### config.mk
export PLATFORM = sky130hd
export DESIGN_NAME = exc_entry_ctrl
export DESIGN_NICKNAME = d
export VERILOG_FILES = /design/src/rtl/exc_pkg.sv /design/src/rtl/exc_prio_arb.sv /design/src/rtl/exc_vec_gen.sv /design/src/rtl/exc_state_regs.sv /design/src/rtl/exc_entry_ctrl.sv
export SDC_FILE = /design/constraint.sdc
export NUM_CORES = 1
export LEC_CHECK = 0
export BUFFER_PORTS_ARGS = -buffer_cell sky130_fd_sc_hd__buf_2
export CORE_MARGIN = 5
export CORE_UTILIZATION = 45
export CTS_CLUSTER_DIAMETER = 120
export DETAILED_ROUTE_END_ITERATION = 8
export GPL_TIMING_DRIVEN = 0
export HOLD_SLACK_MARGIN = 0.12
export PLACE_DENSITY = 0.85
export SYNTH_ARGS = -nofsm -noshare
export SYNTH_HDL_FRONTEND = slang
export SYNTH_SLANG_ARGS = --single-unit
### constraint.sdc
create_clock -name clk -period 3.4 [get_ports clk]
set_clock_uncertainty 0.2 [all_clocks]
set_input_delay 0.68 -clock clk [delete_from_list [all_inputs] [get_ports clk]]
set_output_delay 0.68 -clock clk [all_outputs]
set_load 0.05 [all_outputs]
### src/rtl/exc_pkg.sv
package exc_pkg;

  typedef enum logic [2:0] {
    CLS_NONE  = 3'd0,
    CLS_RESET = 3'd1,
    CLS_MCHK  = 3'd2,
    CLS_INSN  = 3'd3,
    CLS_EXT   = 3'd4,
    CLS_DEC   = 3'd5
  } exc_cls_e;

  // State word bit positions
  localparam int unsigned MSR_EE = 0;  // external / decrementer enable
  localparam int unsigned MSR_ME = 1;  // machine check enable
  localparam int unsigned MSR_UM = 2;  // user mode when set

  // Slot index of each class in the handler table
  function automatic logic [7:0] slot_of(exc_cls_e c);
    case (c)
      CLS_RESET: slot_of = 8'd1;
      CLS_MCHK:  slot_of = 8'd2;
      CLS_INSN:  slot_of = 8'd7;
      CLS_EXT:   slot_of = 8'd5;
      CLS_DEC:   slot_of = 8'd9;
      default:   slot_of = 8'd0;
    endcase
  endfunction

endpackage

### src/rtl/exc_prio_arb.sv
module exc_prio_arb
  import exc_pkg::*;
(
  input  logic     sys_rst_req,
  input  logic     mchk_req,
  input  logic     insn_req,
  input  logic     ext_req,
  input  logic     dec_pend,
  input  logic     ext_en,
  input  logic     halted,
  input  logic     mchk_en,
  output exc_cls_e cls,
  output logic     stop_go
);

  localparam int NSRC = 5;
  localparam int IW   = $clog2(NSRC);

  logic [NSRC-1:0] live;
  logic [IW-1:0]   win;
  logic            any;

  // index 0 is the highest rank
  assign live = {dec_pend & ext_en, ext_req & ext_en, insn_req, mchk_req, sys_rst_req};

  always_comb begin
    any = 1'b0;
    win = '0;
    for (int i = NSRC - 1; i >= 0; i--) begin
      if (live[i]) begin
        any = 1'b1;
        win = IW'(i);
      end
    end
  end

  always_comb begin
    cls     = CLS_NONE;
    stop_go = 1'b0;
    if (any && (sys_rst_req || !halted)) begin
      case (win)
        IW'(0): cls = CLS_RESET;
        IW'(1): begin
          if (mchk_en) cls = CLS_MCHK;
          else         stop_go = 1'b1;
        end
        IW'(2): cls = CLS_INSN;
        IW'(3): cls = CLS_EXT;
        IW'(4): cls = CLS_DEC;
        default: cls = CLS_NONE;
      endcase
    end
  end

endmodule

### src/rtl/exc_vec_gen.sv
module exc_vec_gen
  import exc_pkg::*;
#(
  parameter int unsigned    AW         = 32,
  parameter logic [AW-1:0]  VEC_BASE   = '0,
  parameter int unsigned    SLOT_SHIFT = 8
) (
  input  exc_cls_e      cls,
  output logic [AW-1:0] vec
);

  logic [AW-1:0] offset;

  assign offset = AW'(slot_of(cls)) << SLOT_SHIFT;
  assign vec    = VEC_BASE + offset;

endmodule

### src/rtl/exc_state_regs.sv
module exc_state_regs
  import exc_pkg::*;
#(
  parameter int unsigned AW    = 32,
  parameter int unsigned MSR_W = 8
) (
  input  logic             clk,
  input  logic             rst_n,
  input  exc_cls_e         cls,
  input  logic             stop_go,
  input  logic [AW-1:0]    insn_addr,
  input  logic             rfi,
  input  logic             msr_wr,
  input  logic [MSR_W-1:0] msr_wdata,
  input  logic             dec_event,
  input  logic [AW-1:0]    vec_in,
  output logic [MSR_W-1:0] msr_q,
  output logic [AW-1:0]    srr0_q,
  output logic [MSR_W-1:0] srr1_q,
  output logic             dec_pend_q,
  output logic             halted_q,
  output logic             vec_valid_q,
  output logic [AW-1:0]    vec_addr_q,
  output logic             resume_valid_q,
  output logic [AW-1:0]    resume_addr_q
);

  localparam logic [MSR_W-1:0] ENTRY_KEEP =
    ~((MSR_W'(1) << MSR_EE) | (MSR_W'(1) << MSR_UM));

  logic [MSR_W-1:0] msr_d;
  logic [AW-1:0]    srr0_d;
  logic [MSR_W-1:0] srr1_d;
  logic             dec_pend_d;
  logic             halted_d;
  logic             vec_valid_d;
  logic             resume_valid_d;
  logic             take;

  assign take = (cls != CLS_NONE);

  // next-state
  always_comb begin
    msr_d          = msr_q;
    srr0_d         = srr0_q;
    srr1_d         = srr1_q;
    dec_pend_d     = dec_pend_q;
    halted_d       = halted_q;
    vec_valid_d    = 1'b0;
    resume_valid_d = 1'b0;
    if (cls == CLS_RESET) begin
      msr_d       = '0;
      srr0_d      = '0;
      srr1_d      = '0;
      dec_pend_d  = 1'b0;
      halted_d    = 1'b0;
      vec_valid_d = 1'b1;
    end else if (!halted_q) begin
      dec_pend_d = dec_pend_q | dec_event;
      if (stop_go) begin
        halted_d = 1'b1;
      end else if (take) begin
        srr0_d      = insn_addr;
        srr1_d      = msr_q;
        msr_d       = msr_q & ENTRY_KEEP;
        vec_valid_d = 1'b1;
        if (cls == CLS_DEC) dec_pend_d = dec_event;
      end else if (rfi) begin
        msr_d          = srr1_q;
        resume_valid_d = 1'b1;
      end else if (msr_wr) begin
        msr_d = msr_wdata;
      end
    end
  end

  // registers
  always_ff @(posedge clk or negedge rst_n) begin
    if (!rst_n) begin
      msr_q          <= '0;
      srr0_q         <= '0;
      srr1_q         <= '0;
      dec_pend_q     <= 1'b0;
      halted_q       <= 1'b0;
      vec_valid_q    <= 1'b0;
      resume_valid_q <= 1'b0;
    end else begin
      msr_q          <= msr_d;
      srr0_q         <= srr0_d;
      srr1_q         <= srr1_d;
      dec_pend_q     <= dec_pend_d;
      halted_q       <= halted_d;
      vec_valid_q    <= vec_valid_d;
      resume_valid_q <= resume_valid_d;
    end
  end

  // address outputs: loaded only under their strobes
  always_ff @(posedge clk or negedge rst_n) begin
    if (!rst_n) begin
      vec_addr_q <= '0;
    end else if (vec_valid_d) begin
      vec_addr_q <= vec_in;
    end
  end

  always_ff @(posedge clk or negedge rst_n) begin
    if (!rst_n) begin
      resume_addr_q <= '0;
    end else if (resume_valid_d) begin
      resume_addr_q <= srr0_q;
    end
  end

endmodule

### src/rtl/exc_entry_ctrl.sv
module exc_entry_ctrl
  import exc_pkg::*;
#(
  parameter int unsigned   AW         = 32,
  parameter int unsigned   MSR_W      = 8,
  parameter int unsigned   SLOT_SHIFT = 8,
  parameter logic [AW-1:0] VEC_BASE   = '0
) (
  input  logic             clk,
  input  logic             rst_n,
  input  logic             sys_reset_req,
  input  logic             mchk_req,
  input  logic             insn_fault_req,
  input  logic             ext_irq,
  input  logic             dec_event,
  input  logic [AW-1:0]    insn_addr,
  input  logic             rfi,
  input  logic             msr_wr,
  input  logic [MSR_W-1:0] msr_wdata,
  output logic [MSR_W-1:0] msr_o,
  output logic [AW-1:0]    srr0_o,
  output logic [MSR_W-1:0] srr1_o,
  output logic             vec_valid,
  output logic [AW-1:0]    vec_addr,
  output logic             resume_valid,
  output logic [AW-1:0]    resume_addr,
  output logic             check_stop
);

  exc_cls_e      cls;
  logic          stop_go;
  logic          dec_pend;
  logic [AW-1:0] vec_next;

  exc_prio_arb u_arb (
    .sys_rst_req (sys_reset_req),
    .mchk_req    (mchk_req),
    .insn_req    (insn_fault_req),
    .ext_req     (ext_irq),
    .dec_pend    (dec_pend),
    .ext_en      (msr_o[MSR_EE]),
    .halted      (check_stop),
    .mchk_en     (msr_o[MSR_ME]),
    .cls         (cls),
    .stop_go     (stop_go)
  );

  exc_vec_gen #(
    .AW         (AW),
    .VEC_BASE   (VEC_BASE),
    .SLOT_SHIFT (SLOT_SHIFT)
  ) u_vec (
    .cls (cls),
    .vec (vec_next)
  );

  exc_state_regs #(
    .AW    (AW),
    .MSR_W (MSR_W)
  ) u_regs (
    .clk            (clk),
    .rst_n          (rst_n),
    .cls            (cls),
    .stop_go        (stop_go),
    .insn_addr      (insn_addr),
    .rfi            (rfi),
    .msr_wr         (msr_wr),
    .msr_wdata      (msr_wdata),
    .dec_event      (dec_event),
    .vec_in         (vec_next),
    .msr_q          (msr_o),
    .srr0_q         (srr0_o),
    .srr1_q         (srr1_o),
    .dec_pend_q     (dec_pend),
    .halted_q       (check_stop),
    .vec_valid_q    (vec_valid),
    .vec_addr_q     (vec_addr),
    .resume_valid_q (resume_valid),
    .resume_addr_q  (resume_addr)
  );

endmodule

Word level (Yosys, flattened, before mapping)

Cells that the tools add are included.

Output and inout port bits: 115
Word-level logic and storage cells: 84
Input bits: 49
Flip-flop bits (word level): 92

Reduce and logical (&&, ||, !) cells: 11
Equal/unequal tests: 12
Mux-type cells: 48
Bitwise operators: 3

Operator list:

| operator                                                                 | number |
|---|---|
| 32-bit two-way mux                                                       | 4 |
| 8-bit two-way mux                                                        | 10 |
| 1-bit two-way mux                                                        | 25 |
| 4-bit case mux with 5 select lines                                       | 1 |
| 3-bit two-way mux                                                        | 6 |
| 3-bit case mux with 5 select lines                                       | 1 |
| 3-bit by 2-bit equality test with 1-bit output (second input constant)   | 4 |
| 3-bit equality test (second input constant)                              | 3 |
| 3-bit by 1-bit equality test with 1-bit output (second input constant)   | 2 |
| 3-bit AND reduction                                                      | 2 |
| 3-bit nonzero test                                                       | 2 |
| 2-bit inequality test (second input constant)                            | 2 |
| 4-bit AND reduction                                                      | 1 |
| 4-bit nonzero test                                                       | 1 |
| 3-bit zero test                                                          | 1 |
| 1-bit AND                                                                | 2 |
| 2-bit two-way mux                                                        | 1 |
| 2-bit by 1-bit inequality test with 1-bit output (second input constant) | 1 |
| 2-bit nonzero test                                                       | 1 |
| 1-bit logical AND                                                        | 1 |
| 1-bit zero test                                                          | 1 |
| 1-bit logical OR                                                         | 1 |
| 1-bit bitwise OR                                                         | 1 |

Logic depth before layout (Yosys ltp)

Gate-level depths: netlist (run 1).

Depth after elaboration: 15
Mapped depth: 6
Gate-level depth less buffers: 3

Modules after synthesis

Synthesis (run 1) repeated with hierarchy kept, for this count alone.

Cell total of the unflattened synthesis: 337
Area total of the unflattened synthesis: 4842.1 um2

By module, submodules not included:

| module         | cells each | instances | sequential area each (um2) | area each (um2) |
|---|---|---|---|---|
| exc_state_regs | 291        | 1         | 2902.8                     | 4508.1 |
| exc_vec_gen    | 37         | 1         | 0.0                        | 271.5 |
| exc_prio_arb   | 9          | 1         | 0.0                        | 62.6 |

Worst setup path after synthesis (run 1)

Ideal clock, no wire load.

Path type: input to register
Start: in sys_reset_req
End: reg u_regs.resume_addr_q[10]
Library setup time: 0.125 ns
Arrival time: 1.765 ns
Cell stages on the path: 5
Path buffers: 2
Slack: 1.310 ns
Data required time: 3.075 ns
Cells stage by stage: buf_6 > nor4_4 > nand3_4 > buf_6 > mux2_4

Longest elaborated chain between the ends: 9
Elaborated cells between the ends (all ways): 19
Classes of those cells: eq/ne: 5; mux: 10; reduce/logical: 4

RTL lines:

| item                                        | RTL line              | source |
|---|---|---|
| from (decl)                                 | exc_entry_ctrl.sv:11  | `input logic sys_reset_req,` |
| 3-bit two-way mux                           | exc_prio_arb.sv:30    | `if (live[i]) begin` |
| 3-bit equality test (tied with other cells) | exc_prio_arb.sv:41    | `case (win)` |
| 3-bit case mux with 5 select lines          | exc_prio_arb.sv:41    |  |
| 3-bit two-way mux                           | exc_prio_arb.sv:40    | `if (any && (sys_rst_req \|\| !halted)) begin` |
| 3-bit nonzero test                          | exc_state_regs.sv:40  | `assign take = (cls != CLS_NONE);` |
| 1-bit two-way mux                           | exc_state_regs.sv:62  | `end else if (take) begin` |
| 1-bit two-way mux                           | exc_state_regs.sv:60  | `if (stop_go) begin` |
| 1-bit two-way mux                           | exc_state_regs.sv:58  | `end else if (!halted_q) begin` |
| 1-bit two-way mux (*)                       | exc_state_regs.sv:51  | `if (cls == CLS_RESET) begin` |
| to (signal assigned)                        | exc_state_regs.sv:111 | `resume_addr_q <= srr0_q;` |
| to (decl)                                   | exc_state_regs.sv:25  | `output logic [AW-1:0] resume_addr_q` |

Every way passes the cells marked *; elsewhere a longest branch is shown, timed or not.
A chain may end at the register's enable or synchronous reset.

Final worst setup path (run 1)

Start: reg u_regs.msr_q[0]
End: out msr_o[0]

RTL lines:

| item                   | RTL line             | source |
|---|---|---|
| from (decl)            | exc_state_regs.sv:17 | `output logic [MSR_W-1:0] msr_q,` |
| from (signal assigned) | exc_state_regs.sv:88 | `msr_q <= msr_d;` |
| to (decl)              | exc_entry_ctrl.sv:20 | `output logic [MSR_W-1:0] msr_o,` |

No word-level cell between the ends.

==> impl_metrics.env, run 1 <==
export IMPL_status="finished, final reports clean"
export IMPL_min_path_type="register to register"
export IMPL_hold_path_cell_count=1
export IMPL_syn_cell_area_um2=4190
export IMPL_initial_utilization_pct=45.7
export IMPL_syn_avg_cell_area_um2=12.0
export IMPL_crit_required_ps=2520
export IMPL_rsz0062_at_grt="false"
export IMPL_wl_um=10400
export IMPL_final_common_cell="buf_2"
export IMPL_maxUsedRoutingLayer="met4"
export IMPL_drtIter0Drc=69
export IMPL_met1_length_um=4440
export IMPL_vias_per_cell=4.95
export IMPL_wl_met2_um=5210
export IMPL_grt_pass1_wl_um=16800
export IMPL_drv_slew=0
export IMPL_ys_ff_latch=88
export IMPL_cts_buffers=9
export IMPL_post_cts_resized=0
export IMPL_grt_overflow_total=0
export IMPL_insertion_delay_ps=350
export IMPL_route_detailed_drc=0
export IMPL_synth_seq_area_share_pct=52.6
export IMPL_wl_met3_um=639
export IMPL_port_buffers=134
export IMPL_routabilityCongestion=0.811
export IMPL_grt_start_max_net_pins=73
export IMPL_vias=3170
export IMPL_row_count=35
export IMPL_maxSlewHeadroom_pct=63.5
export IMPL_dp_hpwl_um=7700
export IMPL_ys_flop_type="dfrtp_1"
export IMPL_drt_pass1_iterations=4
export IMPL_hold_viol=0
export IMPL_tightest_slew_ps=547
export IMPL_layout_cells_most_common_list="buf_2, dfrtp_1, nand2_1"
export IMPL_dpl_cell_area_um2=5130
export IMPL_synth_warnings=0
export IMPL_htree_levels=3
export IMPL_track_usage_pct=18.6
export IMPL_critPathLaunchType="register"
export IMPL_syn_to_final_growth_pct=27.8
export IMPL_final_cell_area_um2=5350
export IMPL_tritoncts="built"
export IMPL_path_class="register to output pin"
export IMPL_ioPinCount=164
export IMPL_n_fill_cell=786
export IMPL_core_area_um2=9150
export IMPL_cap_violations=0
export IMPL_crit_fanout=8
export IMPL_fmax_mhz=467
export IMPL_netlist_instances=350
export IMPL_dieArea_um2=11300
export IMPL_synth_enable_flop_cells=0
export IMPL_path_clk_slew_ps=80
export IMPL_cellLeakagePower_nw=3.05
export IMPL_ant_nets=0
export IMPL_cts_root_buf="clkbuf_8"
export IMPL_clock_sinks=88
export IMPL_wl_per_cell_um=16.3
export IMPL_p_per_area_nw_per_um2=501
export IMPL_fin_crit_sh_pct=62.9
export IMPL_setup_violations=0
export IMPL_cp_end_kind="output pin"
export IMPL_r2r_cells=5
export IMPL_layout_min_cycle_time_ps=2140
export IMPL_layout_nets=573
export IMPL_diodes=0
export IMPL_synth_cell_types=40
export IMPL_clockBufferDepth=2
export IMPL_setup_ws_ps=1260
export IMPL_async_flop_share_pct=100
export IMPL_cp_data_arrival_time_ps=1260
export IMPL_die_height_um=106
export IMPL_antenna_found_initial=0
export IMPL_tns_ps=0
export IMPL_grt_pass1_vias=3423
export IMPL_dieWidth_um=106
export IMPL_vdd_drop_max_v=0.000292
export IMPL_pre_cts_ws_ps=1040
export IMPL_drive_above_1_share_pct=43.7
==> per-stage QoR <==
stage                     hold WS (ps)  instances  power [W]  utilization (%)
after detailed placement           290        623    0.00191             56.0
after global routing               322        640    0.00279             58.5
after global placement             274        622    0.00190             55.7
after floorplan                    184        377    0.00173                -
after CTS                          313        640    0.00270             58.5
final                              311        640    0.00268             58.5
==> cell families (layout without fill, tap and decap cells) <==
group / count (synthesis) / after routing / share of synthesized area [%]
AO/OA/AOI/OAI: 21 / 21 / 3.86
buffers and inverters: 54 / 206 / 8.97
flip-flops: 88 / 88 / 52.6
multiplexers: 84 / 84 / 23.7
other: 1 / 28 / 0.0896
AND/OR/NAND/NOR: 102 / 102 / 10.8
==> layout make-up <==
type | instances | area [µm²] | area share, %
clock inverter | 5 | 81.3 | 1.52
inverter | 4 | 15.0 | 0.281
buffer | 50 | 360 | 6.74
sequential | 88 | 2200 | 41.2
timing repair buffer | 136 | 711 | 13.3
clock buffer | 11 | 131 | 2.46
multi-input combinational | 235 | 1710 | 32.0
tap | 111 | 139 | 2.60
==> worst max-delay path, stage by stage, from the launching register on <==
cell and delay [ps]:
dfrtp_1 500, buf_4 160, buf_2 260
==> metal layers <==
layer | track usage (%) | vias to the layer above
met5 | 0 | -
li1 | - | 1475
met4 | 6.03 | 0
met2 | 31.4 | 136
met1 | 23.0 | 1545
met3 | 5.04 | 14
==> registers in the layout (all words and copies together) (netlist names) <==
register and count:
u_regs.vec_valid_q 1, u_regs.msr_q 8, u_regs.resume_addr_q 32, u_regs.halted_q 1, u_regs.dec_pend_q 1, u_regs.vec_addr_q 4
u_regs.srr0_q 32, u_regs.resume_valid_q 1, u_regs.srr1_q 8
==> synthesized netlist by cell type (2+ instances only) <==
| master | instances | area [µm²] |
|---|---|---|
| buf_4 | 31 | 233 |
| dfrtp_1 | 88 | 2200 |
| a211o_1 | 2 | 17.5 |
| nor2_1 | 6 | 22.5 |
| buf_2 | 3 | 15.0 |
| nand3_1 | 2 | 10.0 |
| a21oi_1 | 2 | 10.0 |
| o22ai_1 | 2 | 12.5 |
| o21ai_0 | 2 | 10.0 |
| nand2_1 | 84 | 315 |
| inv_1 | 4 | 15.0 |
| mux2_4 | 29 | 435 |
| mux2_2 | 4 | 45.0 |
| mux2i_1 | 51 | 510 |
| buf_6 | 7 | 78.8 |
| clkbuf_1 | 9 | 33.8 |
==> power breakdown <==
| part | internal [W] | leakage (nW) | total, W | switching (W) |
|---|---|---|---|---|
| combinational | 0.000212 | 1.75 | 0.000719 | 0.000507 |
| clock | 0.000415 | 0.104 | 0.000787 | 0.000372 |
| sequential | 0.00112 | 1.19 | 0.00117 | 0.0000502 |
| total | 0.00175 | 3.05 | 0.00268 | 0.000929 |
==> worst paths after layout <==
kind	slack [ps]	from	end
worst max-delay path	1260	u_regs.msr_q[0]	msr_o[0]
min in group asynchronous	530	rst_n	u_regs.resume_addr_q[7]
max in group asynchronous	1840	rst_n	u_regs.srr1_q[4]
worst min register to register	310	u_regs.resume_addr_q[20]	u_regs.resume_addr_q[20]
worst max register to register	1410	u_regs.halted_q	u_regs.resume_addr_q[6]
worst min-delay path	310	u_regs.resume_addr_q[20]	u_regs.resume_addr_q[20]
==> timing repair <==
item,in CTS,in global routing
setup endpoints to repair,0,0
hold buffers,1,0
buffers inserted,0,0
hold endpoints to repair,16,0
(Power assumes the default switching activity.)
==> inputs of run 2 (changes only) <==
ABC_AREA = 1   (was not set)
PLACE_DENSITY = 0.86   (was 0.85)
clock period = 2 ns   (was 3.4 ns; I/O delays follow)
==> run 2 against run 1 <==
Against the previous run: sequential power is 74% higher; sequential cell count stayed put; global-route usage is 3.3 points higher; synthesized area is 7.7% lower; non-clock buffer count is 37 higher; combinational power is 97% higher; final area is 1.8% higher; largest cell class unchanged.
==> impl_metrics.env, run 2 <==
export IMPL_htree_levels=3
export IMPL_grt_pass1_vias=3647
export IMPL_syn_cell_area_um2=3860
export IMPL_ant_nets=0
export IMPL_netlist_instances=452
export IMPL_tritoncts="built"
export IMPL_syn_avg_cell_area_um2=8.55
export IMPL_setup_violations=0
export IMPL_layout_cells_non_filler=773
export IMPL_drive_above_1_share_pct=32.0
export IMPL_p_per_area_nw_per_um2=906
export IMPL_cts_buffers=9
export IMPL_rsz0062_at_grt="false"
export IMPL_grt_overflow_total=0
export IMPL_final_cell_area_um2=5450
export IMPL_status="finished, final reports clean"
export IMPL_routabilityCongestion=0.810
export IMPL_critPathLaunchType="register"
export IMPL_muxShareOfSynthArea_pct=0
export IMPL_die_height_um=103
export IMPL_ys_flop_type="dfrtp_1"
export IMPL_min_path_type="input pin to register"
export IMPL_core_area_um2=8300
export IMPL_wl_um=11100
export IMPL_fin_crit_sh_pct=95.2
export IMPL_track_usage_pct=21.9
export IMPL_initial_utilization_pct=46.6
export IMPL_cap_violations=0
export IMPL_synth_simple_area_share_pct=29.9
export IMPL_fmax_mhz=525
export IMPL_clockBufferDepth=2
export IMPL_synth_warnings=0
export IMPL_dp_cells=720
export IMPL_path_class="register to register"
export IMPL_dieWidth_um=103
export IMPL_port_buffers=135
export IMPL_syn_to_final_growth_pct=40.9
export IMPL_dieArea_um2=10500
export IMPL_vias_per_cell=4.76
export IMPL_yosys_area_top_type_share_pct=57.0
export IMPL_layout_min_cycle_time_ps=1900
export IMPL_hold_viol=0
export IMPL_crit_fanout=10
export IMPL_wl_per_cell_um=14.4
export IMPL_layout_nets=712
export IMPL_synth_top_family_by_area="simple AND/OR/NAND/NOR gates"
export IMPL_synth_top_area_cell="dfrtp_1"
export IMPL_synth_compound_area_share_pct=2.33
export IMPL_top_regs="u_regs.resume_addr_q: 32 flops, u_regs.srr0_q: 32 flops"
export IMPL_synth_adder_area_share_pct=0
export IMPL_synth_seq_area_share_pct=57.0
export IMPL_synth_most_common_cell="nand2_1"
export IMPL_n_fill_cell=681
export IMPL_seq_area_um2=2200
export IMPL_ys_ff_latch=88
export IMPL_drt_pass1_iterations=4
export IMPL_drv_slew=0
export IMPL_ioPinCount=164
export IMPL_route_detailed_drc=0
export IMPL_grt_pass1_wl_um=17800
export IMPL_cts_root_buf="clkbuf_8"
export IMPL_synth_enable_flop_cells=0
export IMPL_power_total_w=0.00493
export IMPL_grt_start_max_net_pins=56
export IMPL_drtIter0Drc=137
export IMPL_path_clk_slew_ps=90
export IMPL_crit_required_ps=2050
export IMPL_netlist_top_cells_count="nand2_1, dfrtp_1, nand3_1"
export IMPL_tns_ps=0
export IMPL_insertion_delay_ps=360
export IMPL_antenna_found_initial=0
export IMPL_cellLeakagePower_nw=3.31
export IMPL_layout_cells_most_common_list="nand2_1, buf_2, dfrtp_1"
export IMPL_vdd_drop_max_v=0.000426
export IMPL_synth_xor_area_share_pct=0
export IMPL_dpl_cell_area_um2=4800
export IMPL_synth_cell_types=21
export IMPL_async_flop_share_pct=100
export IMPL_vias=3677
export IMPL_diodes=0
export IMPL_dp_hpwl_um=7670
export IMPL_cp_data_arrival_time_ps=1950
export IMPL_fin_util_pct=65.6
export IMPL_final_common_cell="nand2_1"
export IMPL_multiInputGateArea_um2=1380
export IMPL_row_count=33
export IMPL_cp_end_kind="register"
export IMPL_synthTopCellsByArea="dfrtp_1, nand2_1, buf_4"
export IMPL_clock_sinks=88
-- run 2: cell types whose count changed after synthesis, moves of 4 or more --
cell      previous run  this run
inv_1                4        13
buf_6                7         1
buf_4               31        40
nand2_2              0         4
mux2_2               4         0
o21ai_0              2        13
mux2_4              29         0
mux2i_1             51         0
nand2_1             84       211
nand3_1              2        53
buf_2                3         8
clkbuf_1             9         1
-- run 2: where the power goes --
group / switching (W) / internal [W] / leakage (nW)
Combinational: 0.00107 / 0.000351 / 2.00
Sequential: 0.000102 / 0.00194 / 1.19
Clock: 0.000643 / 0.000832 / 0.110
Total: 0.00181 / 0.00312 / 3.31
-- run 2: final timing paths --
kind	start	endpoint	slack (ps)	cells past startpoint
min reg2reg	u_regs.resume_addr_q[0]	u_regs.resume_addr_q[0]	270	2
max in group asynchronous	rst_n	u_regs.resume_addr_q[31]	640	3
max reg2reg	u_regs.msr_q[0]	u_regs.srr0_q[26]	100	9
max	u_regs.msr_q[0]	u_regs.srr0_q[26]	100	9
min in group asynchronous	rst_n	u_regs.srr0_q[25]	330	2
min	msr_wdata[2]	u_regs.msr_q[2]	180	5
-- run 2: repair_timing --
| action | CTS | global route |
|---|---|---|
| setup endpoints to repair | 29 | 76 |
| endpoints found under the hold margin | 67 | 0 |
| resized for setup | 3 | 8 |
| pin swaps | 1 | 0 |
| hold buffers | 35 | 0 |
| buffers inserted | 1 | 1 |
-- run 2: kinds of logic after synthesis --
family                 count (synthesis)
other                                  1
AO/OA/AOI/OAI                         18
flip-flops                            88
buffers and inverters                 65
AND/OR/NAND/NOR                      280
-- run 2: final cells by class --
cell class	count	share of cell area (%)
timing repair buffer	173	19.7
clock buffer	11	2.41
inverter	15	1.08
buffer	50	6.73
sequential	88	40.5
tap	105	2.41
clock inverter	5	1.93
multi-input combinational	326	25.3
-- run 2: per-stage QoR --
stage	worst slack [ps]	hold WS [ps]
after floorplan	80.4	-95.6
after global placement	-405	252
after detailed placement	-125	185
after CTS	16.3	172
after global routing	4.82	201
final	95.8	185
-- run 2: metal layers --
metal,global-route usage (%),wire (µm)
met5,0,0
met4,7.67,232
met3,5.68,905
met2,36.5,5460
met1,27.5,4530
-- run 2: critical path, cell delays in order, from the launching register on --
cell	delay, ps
dfrtp_2	470
a21oi_1	170
nand2_1	70
nand2_1	110
nand2_4	100
nand2_4	100
nand2_2	180
buf_4	240
nand2_1	80
nand2_1	80
